File: src/rtl/irq_pkg.sv
// Shared constants for the interrupt priority controller.
// Assumes an 8-bit opcode bus for the return sequence.
package irq_pkg;
    localparam logic [7:0] OP_PREFIX = 8'hED;
    localparam logic [7:0] OP_RETURN = 8'h4D;
endpackage

File: src/rtl/irq_src_slot.sv
// One interrupt source: holds vector and enable, tracks pending and
// in-service state, and forms its link of the enable chain.
// Assumes ack_start and reti are single-cycle events from the top.
module irq_src_slot #(
    parameter int DW = 8
) (
    input  logic          clk,
    input  logic          rst_n,
    input  logic          req,
    input  logic          ien_we,
    input  logic          vec_we,
    input  logic [DW-1:0] wdata,
    input  logic          iei,
    input  logic          ack_start,
    input  logic          reti,
    output logic          ieo,
    output logic          claim,
    output logic [DW-1:0] vec
);
    logic ien_q, pend_q, serv_q;
    logic take, done;

    assign take  = ack_start & pend_q & iei;
    assign done  = reti & serv_q & iei;
    assign claim = pend_q & iei;
    assign ieo   = iei & ~pend_q & ~serv_q;

    // Configuration registers: enable bit and vector.
    always_ff @(posedge clk) begin
        if (!rst_n) begin
            ien_q <= 1'b0;
            vec   <= '0;
        end else begin
            if (ien_we) ien_q <= wdata[0];
            if (vec_we) vec   <= wdata;
        end
    end

    // Pending and in-service state.
    always_ff @(posedge clk) begin
        if (!rst_n) begin
            pend_q <= 1'b0;
            serv_q <= 1'b0;
        end else begin
            if (!ien_q)    pend_q <= 1'b0;
            else if (take) pend_q <= 1'b0;
            else if (req)  pend_q <= 1'b1;
            if (take)      serv_q <= 1'b1;
            else if (done) serv_q <= 1'b0;
        end
    end

    p_disabled_not_pending_r5: assert property (@(posedge clk) disable iff (!rst_n)
        !ien_q |=> !pend_q);
    p_ack_enters_service_r6: assert property (@(posedge clk) disable iff (!rst_n)
        (ack_start && pend_q && iei) |=> (serv_q && !pend_q));
    p_return_ends_service_r7: assert property (@(posedge clk) disable iff (!rst_n)
        (reti && serv_q && iei && !ack_start) |=> !serv_q);
    p_return_blocked_r10: assert property (@(posedge clk) disable iff (!rst_n)
        (serv_q && !iei) |=> serv_q);
endmodule

File: src/rtl/irq_opcode_snoop.sv
// Watches instruction fetches on the bus and flags the two-byte return
// sequence as a one-cycle pulse on the fetch of its second byte.
// Assumes a fetch starts when m1_n falls with iorq_n high.
module irq_opcode_snoop #(
    parameter int DW = 8
) (
    input  logic          clk,
    input  logic          rst_n,
    input  logic          m1_n,
    input  logic          iorq_n,
    input  logic [DW-1:0] din,
    output logic          reti
);
    import irq_pkg::*;
    logic m1_q, saw_pfx, fetch;

    assign fetch = ~m1_n & iorq_n & m1_q;
    assign reti  = fetch & saw_pfx & (din == DW'(OP_RETURN));

    // Remember the previous M1 level and whether the last fetch was the prefix.
    always_ff @(posedge clk) begin
        if (!rst_n) begin
            m1_q    <= 1'b1;
            saw_pfx <= 1'b0;
        end else begin
            m1_q <= m1_n;
            if (fetch) saw_pfx <= (din == DW'(OP_PREFIX));
        end
    end

    p_return_needs_fetch_r7: assert property (@(posedge clk) disable iff (!rst_n)
        reti |-> ($past(m1_n) && !m1_n && iorq_n));
endmodule

File: src/rtl/irq_daisy_ctrl.sv
// Interrupt priority controller for a group of sources joined into an
// external enable chain. Lower index outranks higher index inside the device.
// Assumes an acknowledge drives m1_n and iorq_n low together.
module irq_daisy_ctrl #(
    parameter int NSRC = 2,
    parameter int DW   = 8
) (
    input  logic            clk,
    input  logic            rst_n,
    input  logic            iei,
    input  logic            m1_n,
    input  logic            iorq_n,
    input  logic [DW-1:0]   din,
    input  logic [NSRC-1:0] req_i,
    input  logic [NSRC-1:0] ien_we,
    input  logic [NSRC-1:0] vec_we,
    output logic            int_n,
    output logic            ieo,
    output logic [DW-1:0]   vec_o,
    output logic            vec_oe
);
    logic [NSRC:0]   chain;
    logic [NSRC-1:0] claim;
    logic [DW-1:0]   vecs [NSRC];
    logic [DW-1:0]   win_vec;
    logic            ack_now, ack_q, ack_start, reti;

    assign chain[0]  = iei;
    assign ieo       = chain[NSRC];
    assign int_n     = ~|claim;
    assign ack_now   = ~m1_n & ~iorq_n;
    assign ack_start = ack_now & ~ack_q;

    irq_opcode_snoop #(.DW(DW)) u_snoop (
        .clk(clk), .rst_n(rst_n), .m1_n(m1_n), .iorq_n(iorq_n),
        .din(din), .reti(reti)
    );

    for (genvar i = 0; i < NSRC; i++) begin : g_src
        irq_src_slot #(.DW(DW)) u_slot (
            .clk(clk), .rst_n(rst_n), .req(req_i[i]),
            .ien_we(ien_we[i]), .vec_we(vec_we[i]), .wdata(din),
            .iei(chain[i]), .ack_start(ack_start), .reti(reti),
            .ieo(chain[i+1]), .claim(claim[i]), .vec(vecs[i])
        );
    end

    // Pick the vector of the claiming source; lowest index wins.
    always_comb begin
        win_vec = '0;
        for (int i = NSRC - 1; i >= 0; i--)
            if (claim[i]) win_vec = vecs[i];
    end

    // Capture the winner's vector at acknowledge start and hold it.
    always_ff @(posedge clk) begin
        if (!rst_n) begin
            ack_q  <= 1'b0;
            vec_oe <= 1'b0;
            vec_o  <= '0;
        end else begin
            ack_q  <= ack_now;
            vec_oe <= ack_now & (ack_start ? |claim : vec_oe);
            if (ack_start) vec_o <= win_vec;
        end
    end

    p_chain_blocked_r2: assert property (@(posedge clk) disable iff (!rst_n)
        !iei |-> !ieo);
    p_single_claim_r3: assert property (@(posedge clk) disable iff (!rst_n)
        $onehot0(claim));
    p_request_gated_r3: assert property (@(posedge clk) disable iff (!rst_n)
        !iei |-> int_n);
    p_vector_in_ack_r6: assert property (@(posedge clk) disable iff (!rst_n)
        vec_oe |-> $past(ack_now));
endmodule

File: config.mk
export PLATFORM = sky130hd
export DESIGN_NAME = irq_daisy_ctrl
export DESIGN_NICKNAME = d
export VERILOG_FILES = /design/src/rtl/irq_pkg.sv /design/src/rtl/irq_src_slot.sv /design/src/rtl/irq_opcode_snoop.sv /design/src/rtl/irq_daisy_ctrl.sv
export SDC_FILE = /design/constraint.sdc
export NUM_CORES = 1
export LEC_CHECK = 0
export BUFFER_PORTS_ARGS = -buffer_cell sky130_fd_sc_hd__buf_2
export CORE_MARGIN = 2
export CORE_UTILIZATION = 46
export DETAILED_ROUTE_END_ITERATION = 10
export PLACE_DENSITY_LB_ADDON = 0.2
export SLEW_MARGIN = 20
export SYNTH_ARGS = -nofsm -noshare
export SYNTH_HDL_FRONTEND = slang
export SYNTH_SLANG_ARGS = --single-unit
File: constraint.sdc
create_clock -name clk -period 1 [get_ports clk]
set_input_delay 0.1 -clock clk [delete_from_list [all_inputs] [get_ports clk]]
set_output_delay 0.1 -clock clk [all_outputs]
set_load 0.01 [all_outputs]
==> summary.txt, run 1 <==
Reg-to-Reg Start = g_src[0].u_slot.pend_q
Die Wd = 57.34 µm
outcome = finished, violations left
post-route clock period utilization = 141.3%
drt pass-1 iters = 4
clk buf depth = 2
CP delay by family, top = flip-flops
synth-to-layout area growth = 50.29%
syn_nets = 150
CTS tree = yes
Int Pwr = 0.002461 W
fill cell count = 202
Cell Pwr Density = 1599 nW/µm²
die area = 3288 µm²
setup slack after layout = -0.4130 ns
Final ANT Viol Nets = 0
HPWL Detailed = 2217 µm
Vias = 1201
max-capacitance violation count = 0
Initial Util = 47.87%
worst-path cell chain = and4bb_2, buf_6, nor2_4, buf_6
Reg2Reg Depth = 6
Worst Path Required = 0.90 ns
Final TNS setup = -4.481 ns
Sequential Power Share = 46.5%
static leakage = 0.8918 nW
fmax = 707.7 MHz
Worst Hold Depth = 3
setup violators final = 15
final-report hold violation count = 0
Hold EP = g_src[1].u_slot.ien_q
CP Launch Point = g_src[0].u_slot.pend_q
Critical Path End Type = output port
grt total ovfl = 0
CP peak stage delay = 0.37 ns
cell mode on critical path = buf_6
Clock power frac = 41.8%
synth unique cells = 23
DR iter-0 viols = 22
Sw Ratio = 21.72%
reg-to-reg endpoint = vec_o[0]
Avg Cell Area, Syn = 9.990 µm²
Final Util = 71.95%
CP max FO = 4
crit path time final = 1.413 ns
clk root buf = clkbuf_4
Worst Max-Slew Pin Slew = 0.2667 ns
RSZ-0062 raised after global routing = true
worst path buffer plus inverter count = 2
largest net degree at the start of global routing = 22
min-delay src = ien_we[1]
Mapped Area = 1309 µm²
Die H = 57.34 µm
CTS buffer count = 5
Clock Latency Late Sink = 0.35 ns
synthesized flop and latch total = 34
clock sink total = 34
Reg clk slew, reported paths = 0.11 ns
clock skew = 0.01473 ns
H-tree Lvls = 2
Cells after Synth = 131
core area = 2734 µm²
Post-route DRC = 0
gr usage total = 22.32%
Worst slew margin = 82.22%
n_diodes = 0
initial antenna violation count = 0
share of layout cells above drive strength 1 = 46.32%
CP Launch Type = register
first-pass GRT wire length = 5444 µm
WHS = 0.008568 ns
critical path class = register to output port
crit path DAT = 1.31 ns
Final Net Count = 208
Psw = 0.0006831 W
Crit-path slowest cell = dfxtp_4
Synth Warn # = 0
violated checks = negative setup slack
setup slack, reg-to-reg = -0.38 ns
VDD IR-drop max = 1.657 mV
vias in the first global route = 1231
Placer Congestion = 0.7663
Vias/cell = 5.434
sequential share of the synthesized area = 52.01%
# rows = 19
Hold/Removal Path Class = input port to register
DR WL/cell = 15.19 µm
final slew viol count = 0
Comb power frac = 11.6%
total detailed-routing wirelength = 3358 µm
IO Count = 30
I/O Buffers = 29
## worst max path at each step
stage / endpoint / slack [ns] / depth (start not counted)
2_1_floorplan: vec_oe / -0.09 / 3
3_3_place_gp: g_src[1].u_slot.serv_q / -0.16 / 3
3_5_place_dp: g_src[0].u_slot.serv_q / -0.19 / 5
4_1_cts: int_n / -0.40 / 4
5_1_grt: int_n / -0.44 / 4
6_report: int_n / -0.41 / 4
## metal layers
layer  track usage (%)  wire length [µm]  up-vias
met5                 0                 0        -
met4             14.62                85        0
met3             4.762               182        9
met2             37.34              1722       39
met1             25.50              1367      565
li1                  -                 -      588
## worst register-to-register path, cell delays in order, from the launching register on
cell and delay, ns:
dfxtp_4 0.38, and4bb_2 0.27, buf_4 0.14, buf_6 0.12, buf_6 0.12, a22oi_2 0.16
a21oi_1 0.08
## cell type report
cell class / instances / area [µm²] / share of cell area (%)
Timing Repair Buffer: 60 / 444.2 / 22.58
Inverter: 1 / 3.754 / 0.1908
Clock inverter: 2 / 60.06 / 3.053
Tap cell: 31 / 38.79 / 1.972
Clock buffer: 6 / 51.30 / 2.608
Multi-Input combinational cell: 87 / 680.7 / 34.61
Sequential cell: 34 / 688.2 / 34.99
## repair_timing
action	CTS	global route
buffers inserted	2	2
hold endpoints to repair	4	0
hold buffers	5	0
gates resized for setup	14	16
endpoints found under the setup margin	16	16
pin swaps	9	11
gates cloned	0	0
## state kept, by name (all words and copies together) (netlist names)
register             count
u_snoop.saw_pfx          1
g_src.u_slot.serv_q      2
vec_oe                   1
g_src.u_slot.ien_q       2
g_src.u_slot.pend_q      2
ack_q                    1
vec_o                    8
g_src.u_slot.vec        16
u_snoop.m1_q             1
## cell usage in the layout (no fill, tap or decap), drive strengths merged
cell	count
nor3	1
o311a	1
a311oi	2
o21ai	8
and2	1
inv	1
nor2	20
a22oi	8
dfxtp	34
nand2b	2
clkbuf	6
nand3b	1
nor4	1
mux2i	18
dlygate4sd3	5
nand2	5
nor3b	2
nand4bb	1
bufinv	2
or3b	1
or4	1
buf	55
o2111a	2
and4bb	1
a21oi	11
## per-stage QoR
stage               area, µm²  std cells  setup WS [ns]  total power (W)
floorplan                1324        131       -0.08543         0.001639
global placement         1657        204        -0.1602         0.001796
detailed placement       1657        204        -0.1889         0.001810
CTS                      1891        219        -0.3990         0.003151
global route             1967        221        -0.4446         0.003256
finish                   1967        221        -0.4130         0.003144
## cell usage after synthesis
cell       count  area (µm²)
o2111a_1       2       22.52
nand2b_1       2       12.51
nor4_1         1       6.260
o21ai_0        8       40.04
clkbuf_1       4       15.01
nor3_1         1       5.000
a21oi_1       11       55.05
and2_1         1       6.260
nand4bb_1      1       11.26
or3b_1         1       8.760
a311oi_1       2       17.52
o311a_1        1       10.01
nor3b_1        2       15.01
buf_2          5       25.02
and4bb_2       1       12.51
nor2_1        20       75.07
mux2i_1       18       180.2
nand2_1        5       18.77
dfxtp_1       34       680.7
inv_1          1       3.750
or4_1          1       7.510
nand3b_4       1       20.02
a22oi_1        8       60.06
## power by group through the flow
stage	clock (W)	combinational (W)	sequential [W]
2_1_floorplan	0	0.000147	0.00149
3_3_place_gp	0	0.000311	0.00149
3_5_place_dp	0	0.000321	0.00149
4_1_cts	0.00134	0.000349	0.00146
5_1_grt	0.00138	0.000400	0.00147
6_report	0.00131	0.000366	0.00146
## cell families (layout without fill, tap and decap cells)
| group | count (synthesis) | in the layout | share of synthesized area [%] |
|---|---|---|---|
| AOI/OAI and AO/OA | 32 | 32 | 15.68 |
| buffers and inverters | 10 | 69 | 3.345 |
| and+or+nand+nor | 37 | 37 | 15.20 |
| DFF | 34 | 34 | 52.01 |
| muxes | 18 | 18 | 13.77 |
Note: power is estimated with default switching activity, not from simulation.
==> run 2, diff against run 1 <==
- CELL_PAD_IN_SITES_DETAIL_PLACEMENT: not set -> 1
- CELL_PAD_IN_SITES_GLOBAL_PLACEMENT: not set -> 1
- CORE_UTILIZATION: 46 -> 35
- PLACE_DENSITY: not set -> 0.8
- PLACE_DENSITY_LB_ADDON: 0.2 -> not set
- SKIP_CTS_REPAIR_TIMING: not set -> 1
==> run 2 against run 1 <==
Net effect:
- the flow still finishes with violations (negative setup slack)
- first-iteration DRC count rose by 110%
- via count fell by 0.58%
- die area increased by 29%
- non-clock buffer count down 4
- setup slack improved by 0.12 ns
- fmax is 9.2% higher
- flip-flop and latch count is the same
- worst hold slack improved by 0.063 ns
- sequential share of layout area up 0.64 points
- global-route usage down 3.9 points
- count of clock-buffer cells in the layout grew 2
- clock skew shrank 0.010 ns
- highest routed layer unchanged
==> summary.txt, run 2 (synthesized netlist as in run 1, its figures left out) <==
static leakage = 0.8674 nW
leading cell type in the layout, fill and taps excluded = dfxtp_1
core area = 3633 µm²
synth-to-layout area growth = 47.04%
clock sink total = 34
initial antenna violation count = 0
met2 wire len = 2091 µm
Vias/cell = 5.103
Final ANT Viol Nets = 0
# rows = 22
DP Area = 1673 µm²
DR iter-0 viols = 46
violated checks = negative setup slack
Final Util = 52.96%
largest register by flop count = g_src.u_slot.vec
CTS tree = yes
VDD IR-drop max = 0.9857 mV
vias in the first global route = 1230
max reg flops = 16
Worst slew margin = 81.33%
grt total ovfl = 0
Worst Path Required = 0.90 ns
met1 wire length = 1647 µm
IO Count = 30
worst-path cell chain = and4bb_4, nor2_2, buf_2
CTS buffer count = 5
largest net degree at the start of global routing = 22
fmax = 773.1 MHz
Final Net Count = 204
WL met3 = 172 µm
CP max FO = 5
Largest regs = g_src.u_slot.vec: 16 flops, vec_o: 8 flops
final slew viol count = 0
most frequent cells in the layout = dfxtp_1 (30), buf_2 (29), buf_4 (21), nor2_1 (19), mux2i_1 (18)
outcome = finished, violations left
first-pass GRT wire length = 5740 µm
clk root buf = clkbuf_8
CP peak stage delay = 0.39 ns
Die H = 65.15 µm
Clock Latency Late Sink = 0.28 ns
WHS = 0.07169 ns
crit path time final = 1.294 ns
Hold/Removal Path Class = input port to register
Post-route DRC = 0
Critical Path End Type = output port
setup slack after layout = -0.2936 ns
DR WL/cell = 17.12 µm
H-tree Lvls = 2
RSZ-0062 raised after global routing = true
CP Launch Type = register
setup violators final = 15
post-route cell area = 1924 µm²
I/O Buffers = 29
highest routed layer = met4
drt pass-1 iters = 4
HPWL Detailed = 2615 µm
die area = 4245 µm²
Final Non-Filler Cells = 234
Die Wd = 65.15 µm
clock skew = 0.004665 ns
total detailed-routing wirelength = 4007 µm
critical path class = register to output port
Initial Util = 36.02%
final-report hold violation count = 0
Placer Congestion = 0.7430
Worst Max-Slew Pin Slew = 0.2800 ns
gr usage total = 18.39%
clk buf depth = 2
pre-CTS WS = -0.2182 ns
Crit-path slowest cell = and4bb_4
share of layout cells above drive strength 1 = 47.31%
Reg clk slew, reported paths = 0.06 ns
n_diodes = 0
Cell Pwr Density = 1558 nW/µm²
fill cell count = 417
Vias = 1194
crit path DAT = 1.19 ns
max-capacitance violation count = 0
total placed cells including tap cells = 221
post-route clock period utilization = 129.4%
-- run 2: final cells by class --
cell class	count	area, µm²	share of cell area, %
flip-flops and latches	34	685.7	35.63
multi-input cells	87	676.9	35.18
clock buffers	8	110.1	5.722
inverters	1	3.754	0.1951
well taps	48	60.06	3.121
repair buffers	56	387.9	20.16
-- run 2: stage by stage --
step / setup TNS, ns / total power [W]
finish: -2.519 / 0.002998
global route: -3.214 / 0.003138
CTS: -2.767 / 0.002984
detailed placement: -2.005 / 0.001817
global placement: -1.382 / 0.001798
floorplan: -0.3525 / 0.001639
-- run 2: final timing paths --
kind                                from                endpoint  slack, ns  cells after the start
setup / recovery  g_src[0].u_slot.serv_q                   int_n      -0.29                      3
hold / removal                    iorq_n                   ack_q       0.07                      2
setup reg to reg  g_src[0].u_slot.serv_q  g_src[1].u_slot.serv_q      -0.22                      4
hold reg to reg    g_src[1].u_slot.ien_q  g_src[1].u_slot.pend_q       0.47                      1
-- run 2: layer usage --
metal / up-vias / track usage (%)
met5: - / 0
met4: 0 / 7.813
met3: 10 / 4.795
met2: 30 / 31.19
met1: 574 / 22.05
li1: 580 / -
-- run 2: worst max-delay path, delay by kind of cell, from the launching register on --
family	cells	cell delay, ns
buffers and inverters	1	0.13
flip-flops	1	0.34
AND/OR/NAND/NOR	2	0.44
-- run 2: power breakdown --
group	switching, W	internal, W	total, W
clock	0.000481	0.000695	0.00118
sequential	0.0000500	0.00142	0.00147
combinational	0.000174	0.000173	0.000347
total	0.000705	0.00229	0.00300
